$ cat config.mk
export PLATFORM = sky130hd
export DESIGN_NAME = host_bus_if
export DESIGN_NICKNAME = d
export VERILOG_FILES = /design/src/rtl/hbi_pkg.sv /design/src/rtl/hbi_strobe_decode.sv /design/src/rtl/hbi_edge_sync.sv /design/src/rtl/hbi_addr_latch.sv /design/src/rtl/hbi_lane_steer.sv /design/src/rtl/host_bus_if.sv
export SDC_FILE = /design/constraint.sdc
export NUM_CORES = 1
export LEC_CHECK = 0
export BUFFER_PORTS_ARGS = -buffer_cell sky130_fd_sc_hd__buf_2
export CAP_MARGIN = 25
export CORE_MARGIN = 2
export CORE_UTILIZATION = 40
export DETAILED_ROUTE_END_ITERATION = 16
export PLACE_DENSITY = 0.71
export SLEW_MARGIN = 40
export SYNTH_ARGS = -nofsm -noshare
export SYNTH_HDL_FRONTEND = slang
export SYNTH_HIERARCHICAL = 1
export SYNTH_SLANG_ARGS = --single-unit
$ cat constraint.sdc
create_clock -name clk_i -period 2.13 [get_ports clk_i]
set_input_delay 0.3195 -clock clk_i [delete_from_list [all_inputs] [get_ports clk_i]]
set_output_delay 0.3195 -clock clk_i [all_outputs]
set_load 0.01 [all_outputs]
$ cat src/rtl/hbi_pkg.sv
package hbi_pkg;
  typedef enum logic [1:0] {TGT_NONE = 2'd0, TGT_RAM = 2'd1, TGT_REG = 2'd2} tgt_e;
endpackage

$ cat src/rtl/hbi_strobe_decode.sv
module hbi_strobe_decode (
  input  logic mode_moto_i,
  input  logic ds_pol_i,
  input  logic strb_a_i,
  input  logic strb_b_i,
  output logic rd_act_o,
  output logic wr_act_o
);
  logic ds_act;
  always_comb begin
    ds_act = ds_pol_i ? strb_a_i : ~strb_a_i;
    if (mode_moto_i) begin
      rd_act_o = ds_act & strb_b_i;
      wr_act_o = ds_act & ~strb_b_i;
    end else begin
      rd_act_o = ~strb_a_i;
      wr_act_o = ~strb_b_i;
    end
  end
endmodule

$ cat src/rtl/hbi_edge_sync.sv
module hbi_edge_sync #(
  parameter int unsigned STAGES = 2
) (
  input  logic clk_i,
  input  logic rst_ni,
  input  logic async_i,
  output logic pulse_o
);
  logic [STAGES-1:0] sync_q;
  logic              prev_q;

  generate
    if (STAGES == 1) begin : g_one
      always_ff @(posedge clk_i or negedge rst_ni)
        if (!rst_ni) sync_q <= '0;
        else         sync_q <= async_i;
    end else begin : g_many
      always_ff @(posedge clk_i or negedge rst_ni)
        if (!rst_ni) sync_q <= '0;
        else         sync_q <= {sync_q[STAGES-2:0], async_i};
    end
  endgenerate

  always_ff @(posedge clk_i or negedge rst_ni)
    if (!rst_ni) prev_q <= 1'b0;
    else         prev_q <= sync_q[STAGES-1];

  assign pulse_o = sync_q[STAGES-1] & ~prev_q;
endmodule

$ cat src/rtl/hbi_addr_latch.sv
module hbi_addr_latch #(
  parameter int unsigned AW = 16
) (
  input  logic          clk_i,
  input  logic          rst_ni,
  input  logic          mux_i,
  input  logic          ale_lo_i,
  input  logic          ale_hi_i,
  input  logic [AW-1:0] data_i,
  input  logic [AW-1:0] addr_i,
  output logic [AW-1:0] latch_o,
  output logic [AW-1:0] eff_addr_o
);
  localparam int unsigned LW = AW / 2;
  logic [LW-1:0]    lo_q;
  logic [AW-LW-1:0] hi_q;

  always_ff @(posedge clk_i or negedge rst_ni)
    if (!rst_ni) begin
      lo_q <= '0;
      hi_q <= '0;
    end else begin
      if (ale_lo_i) lo_q <= data_i[LW-1:0];
      if (ale_hi_i) hi_q <= data_i[AW-1:LW];
    end

  // transparent while enable high, hold while low
  assign latch_o[LW-1:0]  = ale_lo_i ? data_i[LW-1:0]  : lo_q;
  assign latch_o[AW-1:LW] = ale_hi_i ? data_i[AW-1:LW] : hi_q;
  assign eff_addr_o       = mux_i ? latch_o : addr_i;
endmodule

$ cat src/rtl/hbi_lane_steer.sv
module hbi_lane_steer #(
  parameter int unsigned DW = 16
) (
  input  logic          wide_i,
  input  logic          a0_i,
  input  logic          bhe_ni,
  input  logic [DW-1:0] data_i,
  input  logic [DW-1:0] rdata_i,
  output logic [1:0]    be_o,
  output logic [DW-1:0] wdata_o,
  output logic [DW-1:0] rd_out_o,
  output logic [1:0]    lane_en_o
);
  localparam int unsigned BW = DW / 2;
  always_comb begin
    if (wide_i) begin
      be_o      = {~bhe_ni, ~a0_i};
      wdata_o   = data_i;
      rd_out_o  = rdata_i;
      lane_en_o = {~bhe_ni, ~a0_i};
    end else begin
      be_o      = a0_i ? 2'b10 : 2'b01;
      wdata_o   = {data_i[BW-1:0], data_i[BW-1:0]};
      rd_out_o  = {{BW{1'b0}}, (a0_i ? rdata_i[DW-1:BW] : rdata_i[BW-1:0])};
      lane_en_o = 2'b01;
    end
  end
endmodule

$ cat src/rtl/host_bus_if.sv
module host_bus_if #(
  parameter int unsigned AW          = 16,
  parameter int unsigned DW          = 16,
  parameter int unsigned RAM_AW      = 10,
  parameter int unsigned REG_AW      = 6,
  parameter int unsigned SYNC_STAGES = 2
) (
  input  logic              clk_i,
  input  logic              rst_ni,
  input  logic              mode_moto_i,
  input  logic              ds_pol_i,
  input  logic              wide_i,
  input  logic              mux_i,
  input  logic              strb_a_i,
  input  logic              strb_b_i,
  input  logic              ale_lo_i,
  input  logic              ale_hi_i,
  input  logic [AW-1:0]     addr_i,
  output logic [AW-1:0]     addr_o,
  output logic              addr_oe_o,
  input  logic [DW-1:0]     data_i,
  output logic [DW-1:0]     data_o,
  output logic [1:0]        data_oe_o,
  input  logic              mem_cs0_ni,
  input  logic              mem_cs1_ni,
  input  logic              per_cs_ni,
  input  logic              per_cs_i,
  input  logic              bhe_ni,
  output logic              ram_rd_o,
  output logic              ram_wr_o,
  output logic [RAM_AW-1:0] ram_addr_o,
  output logic              reg_rd_o,
  output logic              reg_wr_o,
  output logic [REG_AW-1:0] reg_addr_o,
  output logic [1:0]        be_o,
  output logic [DW-1:0]     wdata_o,
  input  logic [DW-1:0]     ram_rdata_i,
  input  logic [DW-1:0]     reg_rdata_i
);
  import hbi_pkg::*;

  logic rd_act, wr_act, rd_pulse, wr_pulse;
  logic [AW-1:0] eff_addr;
  logic [1:0]    be_c, lane_en;
  logic [DW-1:0] wdata_c, rd_out;
  tgt_e          tgt;

  hbi_strobe_decode u_dec (
    .mode_moto_i(mode_moto_i), .ds_pol_i(ds_pol_i),
    .strb_a_i(strb_a_i), .strb_b_i(strb_b_i),
    .rd_act_o(rd_act), .wr_act_o(wr_act)
  );

  hbi_edge_sync #(.STAGES(SYNC_STAGES)) u_rd_sync (
    .clk_i(clk_i), .rst_ni(rst_ni), .async_i(rd_act), .pulse_o(rd_pulse)
  );
  hbi_edge_sync #(.STAGES(SYNC_STAGES)) u_wr_sync (
    .clk_i(clk_i), .rst_ni(rst_ni), .async_i(wr_act), .pulse_o(wr_pulse)
  );

  hbi_addr_latch #(.AW(AW)) u_latch (
    .clk_i(clk_i), .rst_ni(rst_ni), .mux_i(mux_i),
    .ale_lo_i(ale_lo_i), .ale_hi_i(ale_hi_i),
    .data_i(data_i), .addr_i(addr_i),
    .latch_o(addr_o), .eff_addr_o(eff_addr)
  );
  assign addr_oe_o = mux_i;

  always_comb begin
    if (!mem_cs0_ni && !mem_cs1_ni)    tgt = TGT_RAM;
    else if (!per_cs_ni && per_cs_i)   tgt = TGT_REG;
    else                               tgt = TGT_NONE;
  end

  hbi_lane_steer #(.DW(DW)) u_lane (
    .wide_i(wide_i), .a0_i(eff_addr[0]), .bhe_ni(bhe_ni),
    .data_i(data_i),
    .rdata_i(tgt == TGT_RAM ? ram_rdata_i : reg_rdata_i),
    .be_o(be_c), .wdata_o(wdata_c), .rd_out_o(rd_out), .lane_en_o(lane_en)
  );

  assign data_o    = rd_out;
  assign data_oe_o = (rd_act && tgt != TGT_NONE) ? lane_en : 2'b00;

  always_ff @(posedge clk_i or negedge rst_ni)
    if (!rst_ni) begin
      ram_rd_o   <= 1'b0;
      ram_wr_o   <= 1'b0;
      reg_rd_o   <= 1'b0;
      reg_wr_o   <= 1'b0;
      ram_addr_o <= '0;
      reg_addr_o <= '0;
      be_o       <= '0;
      wdata_o    <= '0;
    end else begin
      // write wins if both edges coincide
      ram_wr_o <= wr_pulse && tgt == TGT_RAM;
      reg_wr_o <= wr_pulse && tgt == TGT_REG;
      ram_rd_o <= !wr_pulse && rd_pulse && tgt == TGT_RAM;
      reg_rd_o <= !wr_pulse && rd_pulse && tgt == TGT_REG;
      if ((rd_pulse || wr_pulse) && tgt != TGT_NONE) begin
        ram_addr_o <= eff_addr[RAM_AW:1];
        reg_addr_o <= eff_addr[REG_AW:1];
        be_o       <= be_c;
        wdata_o    <= wdata_c;
      end
    end
endmodule

Word-level counts from Yosys, hierarchy flattened
Index checks and enable logic that the tools add are counted.
Storage, ports and cells
  register bits after elaboration: 60
  input port bits: 79
  output and inout port bits: 73
Operators by class
  eq/ne operators: 2
  multiplexer cells: 16
  bitwise operators: 10
  reduce and logical (&&, ||, !) cells: 15
Operators with widths (number)
  $mux W16: 3
  $mux W8: 3
  $mux W2: 6
  $mux W11: 1
  $logic_and A1 B1 Y1: 9
  $not A1 Y1: 6
  $and A1 B1 Y1: 4
  $logic_not A1 Y1: 4
  $mux W1: 3
  $eq A2 B1 Y1 const B: 1
  $eq A2 B2 Y1 const B: 1
  $reduce_bool A2 Y1: 1
  $logic_or A1 B1 Y1: 1

Longest topological paths before layout
  depth in word-level cells: 8
  gate-level depth with buffers: 6

Hierarchy
Netlist, hierarchy kept.
By module, submodules not included
  host_bus_if: instances 1, cells each 99, area an instance 1562.7 µm², sequential area each 800.8 µm²
  hbi_addr_latch: instances 1, cells each 52, area an instance 918.4 µm², sequential area each 400.4 µm²
  hbi_lane_steer: instances 1, cells each 40, area an instance 370.4 µm², sequential area each 0.0 µm²
  hbi_edge_sync: instances 2, cells each 4, area an instance 88.8 µm², sequential area each 75.1 µm²
  hbi_strobe_decode: instances 1, cells each 5, area an instance 35.0 µm², sequential area each 0.0 µm²

Worst setup path before layout
No wires, ideal clock.
  path kind: input to output
  from: input port ale_lo_i
  to: output port data_o[0]
  arrival: 1.591 ns
  required time: 1.811 ns
  setup slack: 0.219 ns
  stages on the path: 6
  buffers on the path: 2
  cell sequence: buf_6 > mux2_4 > mux2_4 > nand2b_1 > buf_6 > mux2_4
On the way
  longest elaborated chain between the ends: 4
Ends and longest elaborated chain
  start, declared: line host_bus_if.sv:16  | input logic ale_lo_i,
  $mux W8: line hbi_addr_latch.sv:28  | assign latch_o[LW-1:0] = ale_lo_i ? data_i[LW-1:0] : lo_q;
  net addr_o[0]: line host_bus_if.sv:19  | output logic [AW-1:0] addr_o,
  $mux W11: line hbi_addr_latch.sv:30  | assign eff_addr_o = mux_i ? latch_o : addr_i;
  net eff_addr[0]: line host_bus_if.sv:43  | logic [AW-1:0] eff_addr;
  $mux W8: line hbi_lane_steer.sv:24  | rd_out_o = {{BW{1'b0}}, (a0_i ? rdata_i[DW-1:BW] : rdata_i[BW-1:0])};
  $mux W16: line hbi_lane_steer.sv:16  | if (wide_i) begin
  end, declared: line host_bus_if.sv:22  | output logic [DW-1:0] data_o,
The timed path passes the listed nets, and every way through them passes these cells.

Worst setup path after layout
  from: register u_latch.lo_q[0]
  to: output port data_o[7]
On the way
  longest elaborated chain between the ends: 4
Ends and longest elaborated chain
  start, declared: line hbi_addr_latch.sv:15  | logic [LW-1:0] lo_q;
  start signal, assigned: line hbi_addr_latch.sv:23  | if (ale_lo_i) lo_q <= data_i[LW-1:0];
  $mux W8: line hbi_addr_latch.sv:28
  $mux W11: line hbi_addr_latch.sv:30
  net eff_addr[0]: line host_bus_if.sv:43
  $mux W8: line hbi_lane_steer.sv:24
  $mux W16: line hbi_lane_steer.sv:16
The timed path passes the listed nets, and every way through them passes these cells.

==> impl_summary.log <==
[metrics] # H-tree levels: 2
[metrics] data arrival time of the critical path: 1.88 ns
[metrics] Buffers on Ports: 146
[metrics] startpoint of the most critical register-to-register path: u_latch/lo_q[0]$_DFF_PN0_
[metrics] synthesized netlist cell count: 199
[metrics] HPWL reported at the end of detailed placement: 4.98 mm
[metrics] Via density: 4.67
[metrics] DR WL/cell: 15.6 µm
[metrics] synthesized area per cell: 15.0 µm²
[metrics] slowest stage cell, crit path: dfrtp_1
[metrics] launch point of the critical path: u_latch/lo_q[0]$_DFF_PN0_
[metrics] vias in the first global route: 2205
[metrics] growth of design area from synthesis to finish: 30.7%
[metrics] maximum count of clock buffers along a single path: 2
[metrics] final setup vio count: 8
[metrics] unrepaired setup endpoints after global routing: yes
[metrics] die outline width: 90.4 µm
[metrics] Inserted Clock Buffers: 5
[metrics] Initial Util: 41.2%
[metrics] pre-CTS setup slack: 0.0749 ns
[metrics] CTS Root Cell: clkbuf_8
[metrics] Clock Sink Count: 54
[metrics] diode count: 0
[metrics] final count of hold timing violations: 1
[metrics] maximum fanout count along the critical path: 8
[metrics] pin count of the biggest net entering global routing: 32
[metrics] pins over their slew limit: 0
[metrics] Worst Setup Start Kind: register
[metrics] die height: 90.4 µm
[metrics] hold_buf cts: 0
[metrics] actual slew at the worst max-slew pin: 0.562 ns
[metrics] power density of the placed cells: 775 nW/µm²
[metrics] worst-path cell chain: mux2_4, mux2_4, nand2b_4, buf_12, mux2_4, buf_6
[metrics] hold crit path type: in2async
[metrics] number of maximum-capacitance constraint violations: 0
[metrics] Final Cycle Share: 103%
[metrics] Routed WL: 6.80 mm
[metrics] Total Die Area: 8180 µm²
[metrics] remaining global-route overflow: 0
[metrics] global-route wire length before repair: 11.0 mm
[metrics] CP peak stage delay: 0.38 ns
[metrics] netlist area before placement: 2990 µm²
[metrics] Crit Path Category: reg2out
[metrics] leakage power of the design: 2.04 nW
[metrics] core area: 7250 µm²
[metrics] warning count from the yosys run: 6
[metrics] failing checks: negative hold slack, negative setup slack
[metrics] DR vias: 2036
[metrics] Tot GR Track Use: 16.6%
[metrics] time the worst path needs with I/O delays and setup: 2.20 ns
[metrics] Initial DRC Count: 37
[metrics] Worst slew margin: 62.6%
[metrics] number of antenna violations at the first check in global routing: 0
[metrics] critical path data required time: 1.81 ns
[metrics] CTS tree: done
[metrics] Setup Skew: 0.00277 ns
[metrics] Fmax achieved: 0.455 GHz
[metrics] Post-DRT Antenna Nets: 0
[metrics] num ports: 152
[metrics] synthesized netlist net count: 278
[metrics] clock insertion delay at the later pin of the skew report: 0.30 ns
[metrics] final worst setup slack: -0.0671 ns
[metrics] Total Nets Final: 415
[metrics] final hold slack: -0.000770 ns
[metrics] kind of capture point of the worst setup path: output port
[metrics] Peak VDD IR: 0.540 mV
[metrics] Setup TNS: -0.474 ns
[metrics] status: finished, violations left
[metrics] clock-pin slew reported for the worst setup and hold paths after clock tree synthesis: 0.09 ns
[metrics] residual DRC count: 0
[metrics] fraction of layout instances using a drive strength above 1: 76.3%
[metrics] weighted congestion reported at the end of routability-driven placement: 0.801
[metrics] number of optimization iterations in the first detailed-route pass: 3
[metrics] FP Rows: 31
[metrics] most repeated library cell on the critical path: mux2_4
[final timing paths]
| path | to | slack [ns] | cells after the start |
|---|---|---|---|
| max | data_o[7] | -0.07 | 6 |
| min | wdata_o[7]$_DFFE_PN0P_ | -0.0008 | 1 |
| max reg2reg | be_o[1]$_DFFE_PN0P_ | 0.57 | 6 |
| min reg2reg | u_wr_sync/sync_q[1]$_DFF_PN0_ | 0.36 | 0 |
| max in group asynchronous | wdata_o[6]$_DFFE_PN0P_ | 1.57 | 2 |
| min in group clk_i | u_wr_sync/sync_q[0]$_DFF_PN0_ | 0.21 | 2 |
[flip-flops by register name, summed over array words and instances (netlist names)]
register / cells
u_wr_sync/prev_q: 1
u_latch/lo_q: 8
reg_wr_o: 1
u_wr_sync/sync_q: 2
ram_wr_o: 1
ram_addr_o: 10
wdata_o: 16
u_rd_sync/sync_q: 2
reg_rd_o: 1
be_o: 2
ram_rd_o: 1
u_rd_sync/prev_q: 1
u_latch/hi_q: 8
[worst max-delay path: cells and delay by family, from the launching register on]
kind / cells / cell delay, ns
buffers and inverters: 2 / 0.25
flip-flops: 1 / 0.38
AND/OR/NAND/NOR: 1 / 0.08
multiplexers: 3 / 0.87
[timing repair]
item,4_1_cts,5_1_grt
gates resized for setup,9,0
setup buffers,2,0
setup endpoints to repair,8,8
[where the power goes]
part	internal (mW)	switching (mW)	total [mW]
clock	0.298	0.326	0.624
sequential	1.23	0.107	1.33
combinational	0.615	0.454	1.07
[stage by stage]
stage | power [mW] | cell area [µm²] | utilization, % | instances
6_report | 3.03 | 3910 | 53.9 | 436
5_1_grt | 3.18 | 3910 | 53.9 | 436
2_1_floorplan | 2.02 | 2990 | - | 199
4_1_cts | 3.06 | 3910 | 53.9 | 436
3_3_place_gp | 2.37 | 3730 | 51.4 | 426
3_5_place_dp | 2.39 | 3730 | 51.4 | 426
[layout by cell type, fill, tap and decap left out, types with 2 or more instances in the layout]
cell type    n
buf_6        8
nand2b_1     2
clkbuf_8     7
nor2b_4      2
and2_1       9
mux2_2      32
nand2b_4     2
mux2_4      55
dfrtp_1     54
buf_12       4
buf_4        5
nand2_1      2
and3_1       2
nor2_1       2
buf_2      138
[metal layers]
layer | share of wire (%) | up-vias | global-route usage, %
li1 | - | 952 | -
met1 | 41 | 1002 | 20.0
met2 | 51 | 72 | 29.6
met3 | 7.0 | 10 | 4.67
met4 | 1.0 | 0 | 3.33
met5 | 0 | - | 0
[cell type report]
| type | instances | area, µm² |
|---|---|---|
| fill | 658 | 3350 |
| multi-input combinational | 119 | 1420 |
| sequential | 54 | 1350 |
| timing repair buffer | 155 | 898 |
| tap | 99 | 124 |
| clock buffer | 7 | 96.3 |
| clock inverter | 1 | 8.76 |
| inverter | 1 | 3.75 |
(Power assumes the default switching activity.)
